$ cat src/rtl/elastic_smoother.sv
module elastic_smoother #(
  parameter int DEEP           = 128,
  parameter int SHALLOW        = 32,
  parameter int NOM_DIV        = 16,
  parameter int DEEP_MARGIN    = 60,
  parameter int SHALLOW_MARGIN = 14
) (
  input  logic clk,
  input  logic rst_n,
  input  logic wr_stb,
  input  logic wr_bit,
  input  logic deep_sel,
  input  logic bypass,
  input  logic trip_clr,
  output logic rd_bit,
  output logic rd_stb,
  output logic trip_flag
);
  localparam int AW = $clog2(DEEP);
  localparam int PW = AW + 1;
  localparam int CW = $clog2(NOM_DIV + 2);
  localparam logic [CW-1:0] LIM_NOM  = CW'(NOM_DIV - 1);
  localparam logic [CW-1:0] LIM_FAST = CW'(NOM_DIV - 2);
  localparam logic [CW-1:0] LIM_SLOW = CW'(NOM_DIV);

  logic [DEEP-1:0] mem;
  logic [PW-1:0]   wptr, rptr, fill, depth, center, margin;
  logic [AW-1:0]   amask;
  logic [CW-1:0]   cnt, lim, next_lim;
  logic            deep_q, bypass_q, rd_bit_q, rd_stb_q, trip_q;
  logic            restart, active, rd_evt, wr_ok, rd_ok;

  assign depth   = deep_sel ? PW'(DEEP) : PW'(SHALLOW);
  assign margin  = deep_sel ? PW'(DEEP_MARGIN) : PW'(SHALLOW_MARGIN);
  assign center  = depth >> 1;
  assign amask   = AW'(depth - PW'(1));
  assign fill    = wptr - rptr;
  assign restart = (deep_sel != deep_q) | (bypass_q & ~bypass);
  assign active  = ~bypass & ~restart;
  assign rd_evt  = active & (cnt == lim);
  assign wr_ok   = active & wr_stb & (fill != depth);
  assign rd_ok   = rd_evt & (fill != '0);

  assign next_lim = (fill > center + margin) ? LIM_FAST :
                    (fill + margin < center) ? LIM_SLOW : LIM_NOM;

  always_ff @(posedge clk or negedge rst_n) begin
    if (!rst_n) begin
      deep_q   <= 1'b0;
      bypass_q <= 1'b0;
      wptr     <= PW'(SHALLOW / 2);
      rptr     <= '0;
      mem      <= '0;
      cnt      <= '0;
      lim      <= LIM_NOM;
      rd_bit_q <= 1'b0;
      rd_stb_q <= 1'b0;
    end else begin
      deep_q   <= deep_sel;
      bypass_q <= bypass;
      if (restart) begin
        wptr     <= center;
        rptr     <= '0;
        mem      <= '0;
        cnt      <= '0;
        lim      <= LIM_NOM;
        rd_bit_q <= 1'b0;
        rd_stb_q <= 1'b0;
      end else if (bypass) begin
        cnt      <= '0;
        rd_stb_q <= 1'b0;
      end else begin
        rd_stb_q <= rd_evt;
        if (rd_evt) begin
          cnt      <= '0;
          lim      <= next_lim;
          rd_bit_q <= rd_ok ? mem[rptr[AW-1:0] & amask] : 1'b0;
        end else begin
          cnt <= cnt + CW'(1);
        end
        if (rd_ok) rptr <= rptr + PW'(1);
        if (wr_ok) begin
          mem[wptr[AW-1:0] & amask] <= wr_bit;
          wptr <= wptr + PW'(1);
        end
      end
    end
  end

  always_ff @(posedge clk or negedge rst_n) begin
    if (!rst_n)                            trip_q <= 1'b0;
    else if (rd_evt && next_lim != LIM_NOM) trip_q <= 1'b1;
    else if (trip_clr)                     trip_q <= 1'b0;
  end

  assign rd_bit    = bypass ? wr_bit : rd_bit_q;
  assign rd_stb    = bypass ? wr_stb : rd_stb_q;
  assign trip_flag = trip_q;

  assert_restart_preload_R1: assert property (@(posedge clk) disable iff (!rst_n)
    restart |=> fill == ($past(depth) >> 1));
  assert_strobe_pulse_R2: assert property (@(posedge clk) disable iff (!rst_n)
    rd_stb_q |=> !rd_stb_q);
  assert_trip_on_slip_R5: assert property (@(posedge clk) disable iff (!rst_n)
    (rd_stb_q && lim != LIM_NOM) |-> trip_q);
  assert_trip_clear_R5: assert property (@(posedge clk) disable iff (!rst_n)
    trip_clr |=> (!trip_q || rd_stb_q));
  assert_full_drop_R7: assert property (@(posedge clk) disable iff (!rst_n)
    (active && wr_stb && fill == depth) |=> $stable(wptr));
  assert_fill_bound_R7: assert property (@(posedge clk) disable iff (!rst_n)
    !restart |-> fill <= depth);
  assert_empty_zero_R8: assert property (@(posedge clk) disable iff (!rst_n)
    (rd_evt && fill == '0) |=> (rd_stb_q && !rd_bit_q));
endmodule

$ cat config.mk
export PLATFORM = sky130hd
export DESIGN_NAME = elastic_smoother
export DESIGN_NICKNAME = d
export VERILOG_FILES = /design/src/rtl/elastic_smoother.sv
export SDC_FILE = /design/constraint.sdc
export NUM_CORES = 1
export LEC_CHECK = 0
export ABC_AREA = 1
export CORE_ASPECT_RATIO = 2
export CORE_MARGIN = 4
export CORE_UTILIZATION = 30
export DETAILED_ROUTE_END_ITERATION = 8
export DONT_BUFFER_PORTS = 1
export SYNTH_ARGS = -nofsm -noshare
export SYNTH_HDL_FRONTEND = slang
export SYNTH_SLANG_ARGS = --single-unit
$ cat constraint.sdc
create_clock -name clk -period 4.5 [get_ports clk]
set_clock_uncertainty 0.2 [all_clocks]
set_input_delay 1.35 -clock clk [delete_from_list [all_inputs] [get_ports clk]]
set_output_delay 1.35 -clock clk [all_outputs]
set_load 0.01 [all_outputs]
== Word-level counts from Yosys, hierarchy flattened ==
Cells that the tools add are included.

* Memory bits (read-only): 0
* Memory bits (writable): 0
* Input port bits: 7
* Register bits: 159
* Memories kept: 0
* Latch bits: 0
* Output and inout bits: 3
* Word-level logic and storage cells: 82

* Bitwise operators: 11
* Multiply operators: 0
* $lt $le $gt $ge: 5
* Div/mod/pow operators: 0
* Shifts and indexed selects: 0
* Equality and inequality tests: 5
* Reduce and logical (&&, ||, !) cells: 10
* $add $sub $neg: 7
* Muxes and demuxes: 34

{| class="wikitable"
|+ Operator list
! operator !! count
|-
| 2-to-1 mux 128 bit || 3
|-
| bitwise mux 128 bit || 1
|-
| 2-to-1 mux 8 bit || 7
|-
| 2-to-1 mux 5 bit || 8
|-
| adder 8 x 1 -> 8 bit (second input constant) || 2
|-
| < comparator 7 x 8 -> 1 bit (second input constant) || 2
|-
| bitwise AND 7 bit || 2
|-
| 2-to-1 mux 1 bit || 12
|-
| adder 7 x 6 -> 8 bit || 1
|-
| adder 8 x 6 -> 8 bit || 1
|-
| greater-than comparator 8 bit || 1
|-
| < comparator 8 x 7 -> 1 bit || 1
|-
| != test 8 bit || 1
|-
| nonzero test 2 bit || 4
|-
| nonzero test 8 bit || 1
|-
| subtractor 8 bit || 1
|-
| binary-select mux 1 bit (select 7 bit) || 1
|-
| demux 1 bit (select 7 bit) || 1
|-
| greater-or-equal comparator 7 x 1 -> 1 bit (second input constant) || 1
|-
| subtractor 7 x 1 -> 7 bit (second input constant) || 1
|-
| bitwise AND 1 bit || 6
|-
| 2-to-1 mux 6 bit || 1
|-
| AND reduction 2 bit || 3
|-
| adder 5 x 1 -> 5 bit (second input constant) || 1
|-
| 7 further kinds || 9
|}

== Longest topological paths before layout ==
Gate-level depths: netlist (run 1).

* Depth in word-level cells: 11
* Gate-level depth with buffers: 22
* Depth with buffers taken out: 20

== Worst setup path after synthesis (run 1) ==
Ideal clock, no wire load.

* Kind: register -> register
* Start: register rptr[2]
* End: register lim[0]
* Path buffers: 2
* Data arrival time: 3,200 ps
* Library setup time: 76 ps
* Required time: 4,224 ps
* Setup slack: 1,025 ps
* Stages on the path, launching flop included: 19
* Period minus slack after synthesis: 3,475 ps
* Cells stage by stage: dfrtp_1 -> clkbuf_1 -> inv_1 -> clkbuf_1 -> ha_1 -> a21oi_2 -> nand2_2 -> a21oi_1 -> xnor2_1 -> ha_1 -> inv_1 -> o221ai_1 -> xor2_1 -> ha_1 -> or2_2 -> a21oi_1 -> nand2_1 -> nand2_1 -> nor2_1

* Longest elaborated chain between the ends: 8
* Elaborated cells between the ends (all ways): 9
* Those cells by class: add/sub (2); order compare (2); mux (5)

{| class="wikitable"
|+ RTL lines
! what !! RTL line !! source
|-
| start, declared || 27 || <nowiki>logic [PW-1:0] wptr, rptr, fill, depth, center, margin;</nowiki>
|-
| start signal, assigned || 81 || <nowiki>if (rd_ok) rptr <= rptr + PW'(1);</nowiki>
|-
| subtractor 8 bit (*) || 37 || <nowiki>assign fill = wptr - rptr;</nowiki>
|-
| adder 8 x 6 -> 8 bit || 45 || <nowiki>(fill + margin < center) ? LIM_SLOW : LIM_NOM;</nowiki>
|-
| < comparator 8 x 7 -> 1 bit || 45 ||
|-
| 2-to-1 mux 5 bit || 45 ||
|-
| 2-to-1 mux 5 bit (*) || 44 || <nowiki>assign next_lim = (fill > center + margin) ? LIM_FAST :</nowiki>
|-
| 2-to-1 mux 5 bit (*) || 74 || <nowiki>if (rd_evt) begin</nowiki>
|-
| 2-to-1 mux 5 bit (*) || 69 || <nowiki>end else if (bypass) begin</nowiki>
|-
| 2-to-1 mux 5 bit (*) || 61 || <nowiki>if (restart) begin</nowiki>
|-
| end signal, assigned || 76 || <nowiki>lim <= next_lim;</nowiki>
|-
| end, declared || 29 || <nowiki>logic [CW-1:0] cnt, lim, next_lim;</nowiki>
|}

Mark *: on every way between the ends. The rest lies on a longest branch, timed or not. The select of a mux whose other input is x is not followed.
A chain may end at the register's enable or synchronous reset.

== Worst setup path in the final report (run 1) ==
* Start: register rptr[3]
* End: register lim[0]

Same word-level chain as after synthesis.

==> results of run 1 <==
[tightest hold or removal path, stage by stage, from the launching register on]
cell	delay, ns
dfrtp_1	0.34
nand2_1	0.06
nand2_1	0.06
[metrics by stage]
step                std cells  area (um^2)
detailed placement       2091        11600
global route             2123        12200
finish                   2123        12200
CTS                      2123        12200
global placement         2091        11600
floorplan                1723        11400
[cell type report]
type / count / area share (%)
timing repair buffer: 26 / 2.32
clock buffer: 24 / 3.87
multi-input combinational: 1265 / 50.5
tap: 463 / 4.75
inverter: 180 / 5.56
sequential: 157 / 32.2
clock inverter: 8 / 0.759
[sequential cells by signal (all words and copies together) (netlist names)]
register / count
deep_q: 1
wptr: 8
rd_bit_q: 1
trip_flag: 1
mem: 128
lim: 3
rd_stb_q: 1
rptr: 8
cnt: 5
bypass_q: 1
[cells in the final DEF (no fill, tap or decap), types with 7 or more instances in the layout]
| cell type | instances |
|---|---|
| a21oi_1 | 17 |
| buf_12 | 7 |
| buf_4 | 19 |
| clkbuf_16 | 17 |
| dfrtp_1 | 153 |
| ha_1 | 17 |
| inv_1 | 176 |
| nand2_1 | 543 |
| nand3_1 | 137 |
| nand3_2 | 61 |
| nand4_1 | 149 |
| nor2_1 | 230 |
| o21ai_0 | 61 |
| xor2_1 | 13 |
[where the power goes]
part | internal (W) | leakage, nW | switching [W]
Combinational | 0.000126 | 4.02 | 0.000421
Clock | 0.000842 | 0.278 | 0.000604
Sequential | 0.00142 | 2.17 | 0.0000127
[worst min path at each step]
stage | cells after the start | startpoint | slack (ns) | endpoint
floorplan | 2 | rd_bit_q | 0.25 | rd_bit_q
global placement | 2 | rd_bit_q | 0.27 | rd_bit_q
detailed placement | 2 | rd_bit_q | 0.27 | rd_bit_q
CTS | 2 | rd_bit_q | 0.28 | rd_bit_q
global route | 2 | rd_bit_q | 0.31 | rd_bit_q
finish | 2 | rd_bit_q | 0.29 | rd_bit_q
[metal layers]
layer / global-route usage (%) / share of wire, % / vias up
met3: 2.14 / 3.9 / 97
met2: 31.6 / 53 / 316
met1: 18.0 / 38 / 5261
met5: 0 / 0 / -
li1: - / - / 5395
met4: 8.46 / 4.9 / 0
[logic make-up (layout without fill, tap and decap cells)]
kind of cell / Yosys count / count (layout) / share of synthesized area (%)
simple gates: 1135 / 1135 / 45.6
buf+inv: 301 / 238 / 11.9
flops: 157 / 157 / 34.4
compound gates: 89 / 89 / 4.18
fa+ha+maj: 18 / 18 / 2.03
xor+xnor: 17 / 17 / 1.30
mux: 6 / 6 / 0.536
==> out/results.tsv, run 1 <==
stage	metric	value	unit
status	status	finished, final reports clean	
layout	fin nets	1672	
routing	DRC viols	0	
layout	fillers	3963	
global_routing	largest net degree at the start of global routing	158	
layout	share of cells above drive strength 1	8.19	%
floorplanning	die height	284	um
floorplanning	Initial Utilization	30.3	%
timing	RSZ-0062 raised after global routing	no	
floorplanning	Placeable Area	0.0378	mm^2
yosys	Synth top area share	33.7	%
layout	flip-flop and latch area	0.00393	mm^2
clock_tree	Sink Count	157	
timing	PnR worst setup slack	0.865	ns
yosys	post-synthesis cell area	0.0114	mm^2
run	max cap viols	0	
timing	Final Hold Vio Count	0	
timing	highest clock rate	275	MHz
min_path	hold crit path type	reg -> reg	
yosys	syn nets	1748	
critical_path	family with the most delay on the worst path	adder cells	
floorplanning	Die W	146	um
clock_tree	CTS tree	done	
clock_tree	maximum buffer depth of the clock tree	2	
yosys	flops & latches, synth	157	
clock_tree	Root Driver	clkbuf_16	
critical_path	Crit. End Element	flip-flop	
yosys	syn_area_per_cell	6.64	um^2
critical_path	RR Endpoint	lim[0]	
timing	final setup TNS	0	ns
power_and_ir_drop	Power Dens Cells	281	mW/mm^2
clock_tree	Post-CTS Resized	0	
critical_path	crit-path cells	inv_1 -> ha_1 -> nand2_1 -> inv_1 -> a21oi_1 -> xnor2_1 -> ha_1 -> inv_1 -> o221ai_1 -> xor2_1 -> ha_1 -> or2_2 -> a21oi_1 -> nand2_1 -> nand2_1 -> nor2_1	
layout	multi-input combinational cell area	0.00616	mm^2
routing	via-per-instance ratio	5.21	
critical_path	Req. time, crit path	4.67	ns
clock_tree	CTS clk-pin slew, worst paths	0.06	ns
critical_path	R2R cell count	16	
yosys	Commonest cells post-synth	nand2_1, nor2_1, inv_1	
placed_design	# port buffers	0	
clock_tree	worst skew pair latency	0.44	ns
timing	Slew @ Worst Pin	1.18	ns
timing	minimum clock period	3.64	ns
floorplanning	IO Pins	10	
layout	Util after Layout	32.3	%
yosys	library cells used by synthesis	36	
yosys	EDFF count, synth	0	
critical_path	r2r setup slk	0.86	ns
timing	max-slew violations	0	
global_routing	first-pass GRT wire length	56200	um
critical_path	crit path launch	rptr[3]	
floorplanning	die footprint	0.0415	mm^2
yosys	Synth area leader	dfrtp_1	
critical_path	slowest stage delay, CP	0.53	ns
routing	TritonRoute pass-1 iters	5	
placed_design	Setup WS pre-CTS	0.752	ns
critical_path	Stages on worst setup path	16	
routing	final wirelength	35200	um
timing	setup violators final	0	
yosys	Syn Inst Count	1723	
critical_path	CP max FO	11	
global_routing	number of global-route vias before repair	10400	
power_and_ir_drop	Max IR drop VDD	0.000247	V
clock_tree	CTS H-tree lvls	4	
routing	Routed wire per std cell	16.6	um
critical_path	CP Launch Type	flip-flop	
timing	relative slew slack	20.9	%
routing	DR vias	11100	
yosys	register area share after synthesis	34.4	%
clock_tree	total CTS buffers	17	
layout	Layout area overhead	6.66	%
yosys	FFs w/ async S/R, synth	100	%
floorplanning	Rows	101	
power_and_ir_drop	Power Total	0.00343	W
global_routing	initial antenna violation count	0	
timing	final period utilization	80.8	%
power_and_ir_drop	Leak	6.47	nW
critical_path	Crit path buffers/inverters	3	
critical_path	crit path DAT	3.80	ns
placed_design	hpwl dp	21300	um
yosys	yosys warns	0	
yosys	ys flop type	dfrtp_1	
yosys	Synth area leaders	dfrtp_1, nand2_1, nand4_1	
routing	1st-iter DRT viols	842	
global_routing	gr usage total	16.7	%
placed_design	GPL Wtd Cong	0.855	
yosys	count leader, synth	nand2_1	
critical_path	worst setup path endpoint	lim[0]	
timing	hold_ws	0.287	ns
critical_path	Crit-path slowest cell	inv_1	
critical_path	CP Class	reg -> reg	
global_routing	gr ovfl total	0	
clock_tree	Post-CTS Setup Bufs	0	
routing	Post-DRT Antenna Nets	0	
clock_tree	hold-fix buffers at CTS	0	
layout	ANT cells	0	
critical_path	worst reg2reg startpoint	rptr[3]	
Power figures use the tool's default switching activity.
==> run 2, diff against run 1 <==
clock period = 3.4 ns   (was 4.5 ns; I/O delays follow)
==> out/results.tsv, run 2 (synthesized netlist as in run 1, its figures left out) <==
stage	metric	value	unit
status	status	finished, final reports clean	
critical_path	Req. time, crit path	3.57	ns
layout	Final Instance Area	0.0125	mm^2
layout	Top Registers	mem: 128 flops, rptr: 8 flops, wptr: 8 flops	
clock_tree	total CTS buffers	17	
timing	relative slew slack	26.8	%
global_routing	first-pass GRT wire length	58000	um
timing	RSZ-0062 raised after global routing	no	
clock_tree	worst skew pair latency	0.45	ns
routing	final wirelength	35900	um
floorplanning	Placeable Area	0.0378	mm^2
layout	share of cells above drive strength 1	10.0	%
global_routing	number of global-route vias before repair	10800	
power_and_ir_drop	Leak	6.64	nW
timing	Slew @ Worst Pin	1.10	ns
placed_design	# port buffers	0	
routing	DR vias	11200	
critical_path	CP max FO	4	
global_routing	gr ovfl total	0	
routing	via-per-instance ratio	5.24	
global_routing	largest net degree at the start of global routing	158	
clock_tree	maximum buffer depth of the clock tree	2	
routing	1st-iter DRT viols	890	
layout	fin nets	1696	
global_routing	initial antenna violation count	0	
clock_tree	Root Driver	clkbuf_16	
placed_design	GPL Wtd Cong	0.847	
global_routing	gr usage total	17.2	%
routing	DRC viols	0	
timing	max-slew violations	0	
power_and_ir_drop	Power Dens Cells	377	mW/mm^2
clock_tree	hold-fix buffers at CTS	0	
run	max cap viols	0	
layout	commonest non-fill, non-tap cell in the layout	nand2_1	
floorplanning	Initial Utilization	30.3	%
min_path	hold crit path type	in -> async	
layout	fillers	3994	
floorplanning	die footprint	0.0415	mm^2
timing	final setup TNS	0	ns
placed_design	Placed Area	0.0119	mm^2
timing	final period utilization	93.4	%
floorplanning	Rows	101	
routing	Routed wire per std cell	16.7	um
routing	Post-DRT Antenna Nets	0	
placed_design	hpwl dp	21900	um
clock_tree	CTS H-tree lvls	4	
clock_tree	Sink Count	157	
critical_path	CP Launch Type	flip-flop	
critical_path	Crit. End Element	flip-flop	
layout	ANT cells	0	
timing	minimum clock period	3.18	ns
floorplanning	IO Pins	10	
floorplanning	die height	284	um
timing	highest clock rate	315	MHz
layout	most frequent cells in the layout	nand2_1, nor2_1, inv_1, dfrtp_1, nand4_1	
layout	Layout area overhead	9.38	%
layout	max reg flops	128	
clock_tree	CTS clk-pin slew, worst paths	0.07	ns
timing	Final Hold Vio Count	0	
layout	Biggest register	mem	
floorplanning	Die W	146	um
clock_tree	CTS tree	done	
routing	TritonRoute pass-1 iters	6	
critical_path	CP Class	reg -> reg	
power_and_ir_drop	Max IR drop VDD	0.000394	V
critical_path	crit path DAT	3.35	ns
timing	setup violators final	0	
## run 2: path summary, 6_finish.rpt
path | startpoint | end | slack, ns | cells after the start
max | wptr[0] | lim[0] | 0.22 | 16
min reg2reg | rd_bit_q | rd_bit_q | 0.29 | 2
min | rst_n | mem[26] | 0.06 | 0
max in group asynchronous | rst_n | wptr[4] | 2.58 | 0
min in group clk | rd_bit_q | rd_bit_q | 0.29 | 2
max reg2reg | wptr[0] | lim[0] | 0.22 | 16
## run 2: critical path, stage by stage, from the launching register on
cell	delay (ns)
dfrtp_1	0.39
clkinv_1	0.10
ha_1	0.20
inv_1	0.08
fa_2	0.45
ha_1	0.19
a21oi_1	0.18
nand3_1	0.13
nand2_1	0.12
o221ai_1	0.13
xor2_1	0.17
ha_1	0.19
or2_2	0.28
a21oi_1	0.12
nand2_1	0.08
nand2_1	0.06
nor2_1	0.04
## run 2: power breakdown
part           switching (W)  leakage, nW  internal (W)
registers          0.0000146         2.17       0.00188
logic               0.000582         4.17      0.000202
clock network       0.000859        0.296       0.00118
## run 2: cell type report
cell class                 count  area, um^2  share of cell area (%)
clock buffer                  19         443                    3.54
clock inverter                12         163                    1.30
inverter                     180         678                    5.42
multi-input combinational   1265        6190                    49.5
sequential                   157        3940                    31.4
tap                          463         579                    4.63
timing repair buffer          50         526                    4.20
## run 2: what timing repair did
action	in CTS	in global routing
setup buffers	0	3
endpoints found under the setup margin	0	4
gates resized for setup	0	7
## run 2: metrics by stage
step	hold WS (ns)	worst slack [ns]	utilization, %	std cells	power, W
final	0.0602	0.224	33.1	2146	0.00472
after global routing	0.0444	0.000134	33.1	2146	0.00489
after CTS	0.0477	0.0713	33.0	2143	0.00474
after detailed placement	0.270	0.0754	31.4	2112	0.00269
after global placement	0.271	0.126	31.4	2112	0.00267
after floorplan	0.245	0.0377	-	1723	0.00256
## run 2: metal layers
metal	track usage (%)	routed length, um	vias up
met5	0	0	-
met4	9.87	2030	0
met3	1.80	1520	92
met2	31.8	18800	341
met1	18.9	13500	5369
li1	-	-	5440
